==> src/rtl/mpd_pkg.sv <==
package mpd_pkg;

    localparam int ADDR_W     = 48;
    localparam int BYTE_W     = 8;
    localparam int ADDR_BYTES = ADDR_W / BYTE_W;

    typedef struct packed {
        logic              sof;
        logic              eof;
        logic [BYTE_W-1:0] data;
    } rx_beat_t;

    typedef struct packed {
        logic ucast;
        logic mcast;
        logic bcast;
    } addr_hit_t;

    function automatic logic hit_qualifies(input addr_hit_t h, input logic accept_grp);
        return h.ucast | (accept_grp & (h.mcast | h.bcast));
    endfunction

endpackage

==> src/rtl/mpd_hdr_skip.sv <==
module mpd_hdr_skip #(
    parameter int HDR_LEN = 14
) (
    input  logic clk,
    input  logic rst,
    input  logic beat_valid,
    input  logic beat_sof,
    output logic in_payload
);
    localparam int CW = $clog2(HDR_LEN + 1);

    logic [CW-1:0] seen_q;

    always_ff @(posedge clk) begin
        if (rst) begin
            seen_q <= '0;
        end else if (beat_valid) begin
            if (beat_sof) begin
                seen_q <= CW'(1);
            end else if (seen_q < CW'(HDR_LEN)) begin
                seen_q <= seen_q + CW'(1);
            end
        end
    end

    assign in_payload = beat_valid & ~beat_sof & (seen_q == CW'(HDR_LEN));

endmodule

==> src/rtl/mpd_run_scanner.sv <==
module mpd_run_scanner #(
    parameter int ADDR_BYTES = 6,
    parameter int REPEATS    = 16
) (
    input  logic                    clk,
    input  logic                    rst,
    input  logic                    clear,
    input  logic                    advance,
    input  logic [7:0]              data,
    input  logic [8*ADDR_BYTES-1:0] addr,
    output logic                    run_done,
    output logic                    found
);
    localparam int BW = (ADDR_BYTES > 1) ? $clog2(ADDR_BYTES) : 1;
    localparam int RW = (REPEATS > 1) ? $clog2(REPEATS) : 1;

    logic [BW-1:0] byte_idx_q;
    logic [RW-1:0] rep_idx_q;
    logic [7:0]    want;
    logic          byte_hit;
    logic          last_byte;
    logic          last_rep;
    logic          first_hit;

    assign want      = addr[int'(byte_idx_q)*8 +: 8];
    assign byte_hit  = (data == want);
    assign first_hit = (data == addr[7:0]);
    assign last_byte = (byte_idx_q == BW'(ADDR_BYTES - 1));
    assign last_rep  = (rep_idx_q == RW'(REPEATS - 1));
    assign run_done  = advance & byte_hit & last_byte & last_rep;

    always_ff @(posedge clk) begin
        if (rst || clear) begin
            byte_idx_q <= '0;
            rep_idx_q  <= '0;
            found      <= 1'b0;
        end else if (advance) begin
            if (byte_hit) begin
                if (last_byte) begin
                    byte_idx_q <= '0;
                    rep_idx_q  <= last_rep ? '0 : rep_idx_q + RW'(1);
                    if (last_rep) begin
                        found <= 1'b1;
                    end
                end else begin
                    byte_idx_q <= byte_idx_q + BW'(1);
                end
            end else begin
                byte_idx_q <= first_hit ? BW'(1) : '0;
                rep_idx_q  <= '0;
            end
        end
    end

endmodule

==> src/rtl/mpd_qualify.sv <==
module mpd_qualify
    import mpd_pkg::*;
(
    input  logic      clk,
    input  logic      rst,
    input  logic      enable,
    input  logic      accept_grp,
    input  logic      eof_beat,
    input  logic      run_ok,
    input  addr_hit_t hits,
    output logic      detect
);
    always_ff @(posedge clk) begin
        if (rst) begin
            detect <= 1'b0;
        end else begin
            detect <= enable & eof_beat & run_ok & hit_qualifies(hits, accept_grp);
        end
    end

endmodule

==> src/rtl/mp_frame_detector.sv <==
module mp_frame_detector
    import mpd_pkg::*;
#(
    parameter int HDR_LEN = 14,
    parameter int REPEATS = 16
) (
    input  logic              clk,
    input  logic              rst,
    input  logic              enable,
    input  logic              accept_grp_bcast,
    input  logic [ADDR_W-1:0] station_addr,
    input  logic              rx_valid,
    input  logic              rx_sof,
    input  logic              rx_eof,
    input  logic [BYTE_W-1:0] rx_data,
    input  logic              hit_unicast,
    input  logic              hit_multicast,
    input  logic              hit_broadcast,
    output logic              detect
);
    rx_beat_t  beat;
    addr_hit_t hits;
    logic      in_payload;
    logic      scan_clear;
    logic      sc_done;
    logic      sc_found;

    assign beat       = '{sof: rx_sof, eof: rx_eof, data: rx_data};
    assign hits       = '{ucast: hit_unicast, mcast: hit_multicast, bcast: hit_broadcast};
    assign scan_clear = (rx_valid & beat.sof) | ~enable;

    mpd_hdr_skip #(.HDR_LEN(HDR_LEN)) hdr_i (
        .clk        (clk),
        .rst        (rst),
        .beat_valid (rx_valid),
        .beat_sof   (beat.sof),
        .in_payload (in_payload)
    );

    mpd_run_scanner #(.ADDR_BYTES(ADDR_BYTES), .REPEATS(REPEATS)) scan_i (
        .clk      (clk),
        .rst      (rst),
        .clear    (scan_clear),
        .advance  (in_payload & enable),
        .data     (beat.data),
        .addr     (station_addr),
        .run_done (sc_done),
        .found    (sc_found)
    );

    mpd_qualify qual_i (
        .clk        (clk),
        .rst        (rst),
        .enable     (enable),
        .accept_grp (accept_grp_bcast),
        .eof_beat   (rx_valid & beat.eof),
        .run_ok     (sc_found | sc_done),
        .hits       (hits),
        .detect     (detect)
    );

endmodule

==> config.mk <==
export PLATFORM = sky130hd
export DESIGN_NAME = mp_frame_detector
export DESIGN_NICKNAME = d
export VERILOG_FILES = /design/src/rtl/mpd_pkg.sv /design/src/rtl/mpd_hdr_skip.sv /design/src/rtl/mpd_run_scanner.sv /design/src/rtl/mpd_qualify.sv /design/src/rtl/mp_frame_detector.sv
export SDC_FILE = /design/constraint.sdc
export NUM_CORES = 1
export LEC_CHECK = 0
export BUFFER_PORTS_ARGS = -buffer_cell sky130_fd_sc_hd__clkbuf_2
export CORE_MARGIN = 2
export CORE_UTILIZATION = 30
export CTS_BUF_LIST = sky130_fd_sc_hd__clkbuf_8
export DETAILED_ROUTE_END_ITERATION = 12
export PLACE_DENSITY = 0.61
export SLEW_MARGIN = 20
export SYNTH_ARGS = -nofsm -noshare
export SYNTH_HDL_FRONTEND = slang
export SYNTH_SLANG_ARGS = --single-unit
==> constraint.sdc <==
create_clock -name clk -period 4.4 [get_ports clk]
set_input_delay 0.44 -clock clk [delete_from_list [all_inputs] [get_ports clk]]
set_output_delay 0.44 -clock clk [all_outputs]
set_load 0.02 [all_outputs]
==> results.txt, run 1 <==
The run finished with clean final reports. Of the post-synthesis cell area, the dominant cell type holds 17.2%. The number of port buffers came out at 66. The share of the core filled with cells in the final layout came out at 39.3%. CTS placed an instance of sky130_fd_sc_hd__clkbuf_8 at the clock tree root.

Post-CTS timing repair inserted 0 buffers for setup. For this design the ratio of total power to cell area is 167 nW/um2. The total area inside the core boundary comes to 4790 um2. Yosys instantiated no cell more often than sky130_fd_sc_hd__xnor2_1.

The post-route netlist has 33.3% of its cells at a drive strength greater than 1. Summing the sequential cell areas from Yosys gives 17.2% of the chip area. The die is 75.1 um tall. The netlist area before placement is 1520 um2. The congestion estimate from routability-driven global placement came to 0.817. The floorplan has 25 rows. The number of warnings reported in the yosys synthesis log came out at 0. The final hold violation count is 0.

Including well taps, the total number of placed cells is 315. For this run, the top clock speed supported by timing is 354 MHz. The headroom to the max-slew limit is 32.1%.

CTS built an H-tree with a depth of 1. The average cell area after synthesis came out at 7.94 um2. STA classifies the critical path endpoint as a flip-flop. For this configuration, the core starts out at a cell density of 31.7%. The number of DRC violations after detailed routing came out at 0. The first global-routing pass estimated 5180 um of wire. The number of nets still failing antenna checks after routing is 0. The static power due to leakage came out at 0.000731 uW.

The post-DP HPWL came out at 2740 um. The TritonCTS buffer count came out at 3. The number of distinct library cell variants in the gate-level netlist after synthesis came out at 36. Summed over all layers, the routed wires come to 3480 um. The number of antenna diodes in the final layout is 0. The worst supply voltage drop on vdd is 0.183 mV. The post-synthesis register bit count is 13. The clock passes through at most 2 buffers. The library cell with the largest summed area after synthesis is sky130_fd_sc_hd__dfxtp_1. The worst path in the final design needs a cycle of 2.82 ns, including I/O delays and setup. The completed layout was analyzed and its total power is 314 uW. Setup violations remaining at the end of the flow were counted as 0. The count of TritonRoute iterations in the first routing pass is 4.

On the final layout, the worst clock skew is 0.000550 ns. The initial antenna violation count is 0. Counting flops with an async set or reset pin after synthesis yields a share of 0%. The die area came out at 5640 um2. The number of standard cells after synthesis is 191. The layout-stage area growth over the synthesis result is 24.0%. The slew at the pin closest to its max-slew limit came out at 1.02 ns. The overall fraction of global-route tracks in use came out at 11.5%. In this run the worst hold path is classified as in -> reg. The number of global-route vias before repair came out at 1195. The residual overflow from global routing is 0. The tightest hold margin came out at 0.434 ns.

Counting instances in the post-synthesis netlist gives the leading cell types as 25 x sky130_fd_sc_hd__xnor2_1, 24 x sky130_fd_sc_hd__mux2i_1, 16 x sky130_fd_sc_hd__nand2_1, 16 x sky130_fd_sc_hd__o21ai_0. The clock latency reported for the late side of the worst-skew pair came out at 0.24 ns. After clock tree synthesis, the clock-pin slew on the worst setup and hold paths is 0.05 ns. The data arrival time of the critical path came out at 2.99 ns. The highest fanout seen on the critical path is 26.

The number of maximum-capacitance constraint violations is 0. The average via count per standard cell is 4.74. Setup repair after global routing left no endpoint under its margin. For this run, the leading register cell type out of synthesis is sky130_fd_sc_hd__dfxtp_1. The required time at the worst-slack endpoint is 4.57 ns.

The final cycle utilization of the critical path is 64.2%. During I/O placement, the number of pins put on the boundary was 67. At the end of the flow, the number of nets in the layout was 322. The mean routed wirelength per cell came out at 10.9 um. The maximum number of pins on one net before global-route repair is 27. The die width is 75.1 um. The count of cells in the finished layout, fillers not included, comes to 319. TritonCTS built the clock tree.

The number of hold buffers added after CTS was 0. Counting every net in the synthesized netlist gives 260. After synthesis, the cell types taking the most area are sky130_fd_sc_hd__dfxtp_1 17%, sky130_fd_sc_hd__mux2i_1 16%, sky130_fd_sc_hd__xnor2_1 14%.

The fill cell instance count of the final layout is 530. The aggregate negative setup slack came out at 0 ns. The detailed router placed 1512 vias in this run. The critical path is of the reg -> reg type. Once the clock tree was built, the resizer swapped 0 gates to a different size.

The detailed router's first-iteration violation count came out at 40. STA classifies the critical path startpoint as a flip-flop. The max-slew violation count came to 0.

The number of enable flip-flop cells after synthesis is 0. The number of clock sinks came out at 13.
power breakdown:
group | switching [uW] | internal, uW | total, uW | leakage (uW)
clock | 40.6 | 61.5 | 102 | 0.0000269
combinational | 40.4 | 50.7 | 91.2 | 0.000599
sequential | 1.49 | 119 | 121 | 0.000105
state kept, by name, summed over array words and instances, names as in the netlist:
register and count:
scan_i.rep_idx_q 4, scan_i.found 1, scan_i.byte_idx_q 3, hdr_i.seen_q 4
qual_i.detect 1
through the flow:
step	instance area (um2)	worst slack, ns
global route	1880	1.39
floorplan	1520	2.29
finish	1880	1.58
global placement	1840	1.61
detailed placement	1840	1.58
CTS	1880	1.53
logic make-up (layout without fill, tap and decap cells):
logic type / after synthesis / count (layout) / share of synthesized area [%]
AO/OA/AOI/OAI: 42 / 42 / 17.0
XOR/XNOR: 25 / 25 / 14.4
adder cells (fa/ha/maj): 3 / 3 / 2.48
buffers and inverters: 13 / 74 / 7.51
flip-flops: 13 / 13 / 17.2
multiplexers: 24 / 24 / 15.8
AND/OR/NAND/NOR: 71 / 71 / 25.6
final timing paths:
| path | start | endpoint | cells past startpoint | slack, ns |
|---|---|---|---|---|
| min reg2reg | scan_i.found | scan_i.found | 2 | 0.46 |
| min | rst | hdr_i.seen_q[0] | 2 | 0.43 |
| max reg2reg | scan_i.byte_idx_q[1] | scan_i.byte_idx_q[0] | 8 | 1.58 |
| max | scan_i.byte_idx_q[1] | scan_i.byte_idx_q[0] | 8 | 1.58 |
routing by layer:
| layer | up-vias | global-route usage, % | wire length (um) |
|---|---|---|---|
| met1 | 654 | 16.0 | 1720 |
| met5 | - | 0 | 0 |
| met2 | 45 | 18.9 | 1510 |
| li1 | 811 | - | - |
| met4 | 0 | 0.595 | 8 |
| met3 | 2 | 2.68 | 236 |
layout by cell type (no fill, tap or decap), drive strengths merged, types with 2 or more instances in the layout:
cell type | synthesis | routed
xnor2 | 25 | 25
or3 | 8 | 8
and2 | 4 | 4
dfxtp | 13 | 13
nand4 | 2 | 2
o21ai | 16 | 16
o22ai | 12 | 12
ha | 3 | 3
nand2 | 16 | 16
nor2 | 13 | 13
inv | 3 | 4
mux2i | 24 | 24
clkbuf | 2 | 69
a21oi | 8 | 8
nand3 | 4 | 4
a31oi | 2 | 2
nor3 | 8 | 8
and3 | 9 | 9
final cells by class:
| cell class | instances | area (um2) | area share (%) |
|---|---|---|---|
| well taps | 67 | 83.8 | 4.46 |
| inverters | 3 | 11.3 | 0.599 |
| repair buffers | 67 | 338 | 18.0 |
| clock inverters | 1 | 3.75 | 0.200 |
| clock buffers | 3 | 41.3 | 2.20 |
| multi-input cells | 165 | 1140 | 60.7 |
| flip-flops and latches | 13 | 260 | 13.8 |
worst max-delay path, stage by stage, from the launching register on:
cell                      delay (ns)
sky130_fd_sc_hd__dfxtp_1        0.99
sky130_fd_sc_hd__buf_4          0.32
sky130_fd_sc_hd__mux2i_1        0.23
sky130_fd_sc_hd__xnor2_1        0.14
sky130_fd_sc_hd__o22ai_1        0.11
sky130_fd_sc_hd__o22ai_2        0.21
sky130_fd_sc_hd__nor4_4         0.09
sky130_fd_sc_hd__or4_1          0.51
sky130_fd_sc_hd__a31oi_1        0.16
(Power assumes the default switching activity.)
==> run 2, diff against run 1 <==
==> constraint.sdc (replaced) <==
create_clock -name clk -period 2.8 [get_ports clk]
set_input_delay 0.28 -clock clk [delete_from_list [all_inputs] [get_ports clk]]
set_output_delay 0.28 -clock clk [all_outputs]
set_load 0.02 [all_outputs]
==> run 2 against run 1 <==
Maximum frequency rose by 17%. Highest routed layer unchanged. Via count grew 2.1%. First-iteration DRC count up 23%. Count of clock-buffer cells in the layout unchanged. Sequential power increased by 57%. Sequential share of layout area fell by 0.25 points.
==> results.txt, run 2 (synthesis results as in run 1) <==
Wires add up to 3580 um. The switching share of total power is 26.5%. The row count came out at 25.

Of the cells placed in the final design, the portion with a size suffix greater than 1 is 34.1%. The signal on the critical path passes through buf_4, mux2i_1, or3_1, and3_2, o22ai_1, nor4_4, or4_1, a31oi_1. The pre-antenna-repair detailed-routing pass consisted of 4 iterations. The library cell contributing the largest single delay on the critical path is sky130_fd_sc_hd__dfxtp_1.

The required time at the worst-slack endpoint is 2.97 ns. Once the clock tree was built, the resizer swapped 0 gates to a different size. The detailed router's first-iteration violation count is 49. The aggregate negative setup slack came out at 0 ns. The number of placed I/O pins came out at 67. The worst supply voltage drop on vdd is 0.284 mV. The routed design could run at a clock period as short as 2.40 ns. In this design, the stage delay of the slowest critical-path cell is 0.51 ns. The power density over the cells is 259 nW/um2.

The internal portion of total power came out at 364 uW. The average via count per standard cell came out at 4.79. The TritonCTS buffer count is 3.

The residual overflow from global routing came out at 0. The number of nets still failing antenna checks after routing is 0. The worst setup path is of the reg -> reg kind. The worst setup skew after layout is 0.00242 ns. Clock latency on the worst-skew pair, taken at its later pin, is 0.24 ns.

Max-cap violations in this run came to 0. The static power due to leakage came out at 0.000749 uW. The worst setup path is launched from a flip-flop. The mean routed wirelength per cell came out at 11.1 um.

The total core area is 4790 um2. The max-slew violation count came to 0. The number of global-route vias before repair came out at 1381. For this run, the share of the core covered by cells in the final layout is 40.0%. From synthesis to final layout, the design area changed by 26.3%. The worst path uses 85.9% of the clock period. The number of clock sinks came out at 13. The final hold violation count came out at 0. The root buffer cell chosen for the clock tree is sky130_fd_sc_hd__clkbuf_8. Leaving out fill and tap cells, the most frequent cells in the layout are 66 x sky130_fd_sc_hd__clkbuf_2, 25 x sky130_fd_sc_hd__xnor2_1, 24 x sky130_fd_sc_hd__mux2i_1. The run finished with clean final reports. The number of nets in the final layout is 325. STA classifies the critical path endpoint as a flip-flop. For the pin with the worst max-slew slack, the measured transition is 0.420 ns. TritonCTS built the clock tree.

The critical path buffer and inverter count came out at 1. The library cell used most frequently in the layout, excluding fill and tap cells, is sky130_fd_sc_hd__clkbuf_2. For this design, the CTS-stage hold fixing added 0 buffers. The routed layout has 1543 vias. Routability-driven placement finished with a final weighted congestion of 0.777. Setup repair after global routing left no endpoint under its margin.

The proportion of power drawn by flip-flops and latches is 38.3%. The number of port buffers is 66. For this design the total switching power over the nets is 131 uW. The clock-pin slew on the worst setup and hold paths is 0.06 ns. Combinational logic is responsible for 28.8% of the overall power.

The worst setup slack after placement came out at 0.375 ns. The clock network fraction of total power came out at 32.9%. The die area is 5640 um2.

The classification of the worst-slack hold path is in -> reg. The highest fanout seen on the critical path came out at 11. The overall fraction of global-route tracks in use is 12.2%. The headroom to the max-slew limit is 71.7%. The maximum achievable frequency is 416 MHz. CTS built an H-tree with a depth of 1.

The starting density of the core came out at 31.7%. The global-route wire length before repair is 5590 um. Setup violations remaining at the end of the flow were counted as 0. The data arrival time of the critical path is 2.57 ns. The maximum number of pins on one net before global-route repair is 36.

Broken down by cell family, the worst path's largest delay share belongs to simple AND/OR/NAND/NOR gates. The longest clock path from root to sink contains 2 buffers. The die is 75.1 um wide. The post-DP HPWL came out at 2860 um. The largest registers in the layout are hdr_i.seen_q x4, scan_i.rep_idx_q x4, scan_i.byte_idx_q x3. The initial antenna violation count came to 0.

The post-CTS repair timing setup buffer count is 0. The minimum setup slack in the final design is 0.395 ns. After detailed routing, the number of remaining DRC violations is 0. In this run the vertical extent of the chip is 75.1 um.

The antenna diode count is 0.
-- run 2: changes by cell type in the layout (fill, tap and decap cells not counted), sizes merged --
cell and delta:
buf +3
-- run 2: worst reg2reg max path, cell delays in order, from the launching register on --
cell,delay [ns]
sky130_fd_sc_hd__dfxtp_1,0.51
sky130_fd_sc_hd__buf_4,0.25
sky130_fd_sc_hd__mux2i_1,0.10
sky130_fd_sc_hd__or3_1,0.29
sky130_fd_sc_hd__and3_2,0.19
sky130_fd_sc_hd__o22ai_1,0.23
sky130_fd_sc_hd__nor4_4,0.09
sky130_fd_sc_hd__or4_1,0.51
sky130_fd_sc_hd__a31oi_1,0.17
-- run 2: path summary, 6_finish.rpt --
check                           cells after the start            startpoint                    to  slack [ns]
worst max register to register                      8  scan_i.byte_idx_q[0]  scan_i.byte_idx_q[0]        0.40
worst min-delay path                                2                   rst       hdr_i.seen_q[0]        0.28
worst min register to register                      2          scan_i.found          scan_i.found        0.46
worst max-delay path                                8  scan_i.byte_idx_q[0]  scan_i.byte_idx_q[0]        0.40
-- run 2: per-stage QoR --
stage          std cells  hold WS, ns  cell area, um2  power [uW]
6_report             322        0.277            1920         496
3_5_place_dp         318        0.442            1870         338
3_3_place_gp         318        0.438            1870         337
2_1_floorplan        191        0.353            1520         271
4_1_cts              322        0.276            1920         506
5_1_grt              322        0.300            1920         530
-- run 2: power by group through the flow --
stage	combinational [uW]	clock [uW]	sequential, uW
after floorplan	77.3	0	193
after global placement	143	0	194
after detailed placement	144	0	194
after CTS	145	171	190
after global routing	160	180	190
final	143	163	190
-- run 2: layout make-up --
type / instances / area [um2]
Clock inverter: 1 / 3.75
Clock buffer: 3 / 41.3
Tap cell: 67 / 83.8
Multi-Input combinational cell: 165 / 1140
Inverter: 3 / 11.3
Sequential cell: 13 / 260
Timing Repair Buffer: 70 / 373
Fill cell: 514 / 2870
-- run 2: routing by layer --
metal  track usage (%)  routed length (um)  vias to the layer above
li1                  -                   -                      818
met1              15.9                1610                      677
met2              21.2                1690                       46
met3              2.54                 271                        2
met4              1.19                  14                        0
met5                 0                   0                        -
==> run 3, diff against run 2 <==
--- a/config.mk
+++ b/config.mk
@@ -6,6 +6,7 @@
 export NUM_CORES = 1
 export LEC_CHECK = 0
 export BUFFER_PORTS_ARGS = -buffer_cell sky130_fd_sc_hd__clkbuf_2
+export CORE_ASPECT_RATIO = 1.1
 export CORE_MARGIN = 2
 export CORE_UTILIZATION = 30
 export CTS_BUF_LIST = sky130_fd_sc_hd__clkbuf_8
==> run 3 against run 2 <==
Clock skew rose by 0.0034 ns. Utilization fell by 1.5 points. Global-route usage rose by 0.96 points. Hold slack got worse by 0.0021 ns. Cell count fell by 2.5%. Largest power group unchanged.
==> results.txt, run 3 (synthesis results as in run 1) <==
The flow ran to the end, and the final reports show no timing, DRC or antenna violations. The post-route standard cell area excluding fillers came out at 1900 um2. The finished layout holds 314 standard cells, fillers aside. The number of vias after detailed routing came out at 1562. In the routed layout, each cell is associated on average with a via count of 4.97. The static power due to leakage came out at 0.000751 uW. The buffer levels on the longest clock path came out at 2.

The slew at the pin closest to its max-slew limit came out at 0.433 ns. The TritonCTS buffer count came out at 3. Along the worst path, the maximum fanout reaches 12. The overall fraction of global-route tracks in use came out at 13.1%. The ratio of cells with drive above 1 in the final layout came out at 34.4%. At the worst endpoint, the required time is 2.97 ns. Setup violations remaining at the end of the flow were counted as 0. The post-CTS repair timing setup buffer count is 0. The data arrival time of the critical path is 2.55 ns. In the final layout, the registers with the most flip-flops are hdr_i.seen_q x4, scan_i.rep_idx_q x4, scan_i.byte_idx_q x3.

The initial antenna violation count came out at 0. The clock latency reported for the late side of the worst-skew pair came out at 0.24 ns. The number of global-route vias before repair came out at 1397. The count of TritonRoute iterations in the first routing pass is 4. The row count came out at 27. The final hold violation count was 0. The power density over the cells came out at 263 nW/um2. The number of gates given a new drive strength after cts is 0. The number of nets in the final layout came out at 326. The depth of the most critical reg-to-reg path is 8. The final weighted congestion in routability-driven placement is 0.781.

The final cycle utilization of the critical path is 84.9%. The number of antenna diodes in the final layout is 0. The number of placed I/O pins is 67. The first global-routing pass estimated 6120 um of wire. In this run, the number of DRC markers left after iteration 0 of detailed routing was 57.

STA classifies the critical path endpoint as a flip-flop. The headroom to the max-slew limit is 70.8%. The total number of H-tree levels is 1.

The worst setup skew after layout is 0.00582 ns. The worst supply voltage drop on vdd came out at 0.166 mV. The maximum achievable frequency came out at 421 MHz. The aggregate negative setup slack came out at 0 ns.

The starting density of the core is 30.7%. The number of hold buffers added after CTS was 0. The number of port buffers came out at 66. Max-cap violations in this run came to 0.

After detailed placement, the design holds a cell count of 310. The max-slew violation count is 0. The die area came out at 5640 um2. The height of the chip came out at 78.6 um. Compared with the post-synthesis result, the final layout area differs by 25.2%.

The minimum setup slack in the final design is 0.424 ns. The clock period could shrink to 2.38 ns. The count of nets left with antenna violations once routing finished came out at 0. The fill cell instance count of the final layout is 513. The worst setup slack after placement came out at 0.416 ns. The mean routed wirelength per cell is 11.9 um. The min-delay analysis places its worst path in the category in -> reg.

The post-DP HPWL is 2950 um. In the routed design, unresolved DRC markers number 0. In the layout the commonest cells are 66 x sky130_fd_sc_hd__clkbuf_2, 25 x sky130_fd_sc_hd__xnor2_1, 24 x sky130_fd_sc_hd__mux2i_1. TritonCTS built the clock tree. The cell sitting at the root of the clock tree is a sky130_fd_sc_hd__clkbuf_8. The residual overflow from global routing came out at 0. The library cell used most frequently in the layout, excluding fill and tap cells, is sky130_fd_sc_hd__clkbuf_2. After detailed routing, the total wire length is 3750 um. The worst hold path was traced through 2 stages. The type of the worst setup path is reg -> reg.

STA classifies the critical path startpoint as a flip-flop. The die width is 71.8 um. The total core area came out at 4930 um2. Entering global routing, the biggest net connects 24 pins. After clock tree synthesis, the clock-pin slew on the worst setup and hold paths is 0.06 ns. The number of clock sinks is 13. Setup repair after global routing left no endpoint under its margin. The post-placement cell area came out at 1850 um2.
[run 3: worst paths after layout]
check	startpoint	slack, ns	end
setup / recovery	scan_i.byte_idx_q[0]	0.42	scan_i.byte_idx_q[0]
hold / removal	rst	0.27	hdr_i.seen_q[0]
setup reg to reg	scan_i.byte_idx_q[0]	0.42	scan_i.byte_idx_q[0]
hold reg to reg	scan_i.found	0.46	scan_i.found
[run 3: final cells by class]
class	count	area, um2	share of cell area [%]
well taps	58	72.6	3.82
inverters	3	11.3	0.593
multi-input cells	165	1140	60.1
flip-flops and latches	13	260	13.7
clock buffers	3	41.3	2.17
repair buffers	71	368	19.4
clock inverters	1	3.75	0.198
[run 3: report_power, final]
group          leakage [uW]  internal (uW)  total (uW)  switching [uW]
sequential         0.000105            187         190            2.35
clock             0.0000269           96.7         165            68.4
combinational      0.000619           79.9         146            65.7
total              0.000751            364         500             136
[run 3: stage by stage]
step                      total power (uW)  util (%)  hold WS [ns]
after floorplan                        271         -         0.353
after global placement                 340      37.6         0.438
after detailed placement               340      37.6         0.450
after CTS                              507      38.5         0.269
after global routing                   533      38.5         0.278
final                                  500      38.5         0.275
[run 3: metal layers]
layer  wire [um]  track usage [%]  part of all wire (%)  vias up
li1            -                -                     -      819
met1        1730             17.0                    46      686
met2        1670             21.9                    45       55
met3         327             2.57                   8.7        2
met4          21             3.77                  0.56        0
met5           0                0                     0        -
[run 3: critical path: stages, from the launching register on]
cell	delay [ns]
sky130_fd_sc_hd__dfxtp_1	0.46
sky130_fd_sc_hd__buf_4	0.26
sky130_fd_sc_hd__mux2i_1	0.12
sky130_fd_sc_hd__or3_1	0.31
sky130_fd_sc_hd__and3_2	0.21
sky130_fd_sc_hd__o22ai_2	0.22
sky130_fd_sc_hd__nor4_4	0.07
sky130_fd_sc_hd__or4_1	0.50
sky130_fd_sc_hd__a31oi_1	0.16
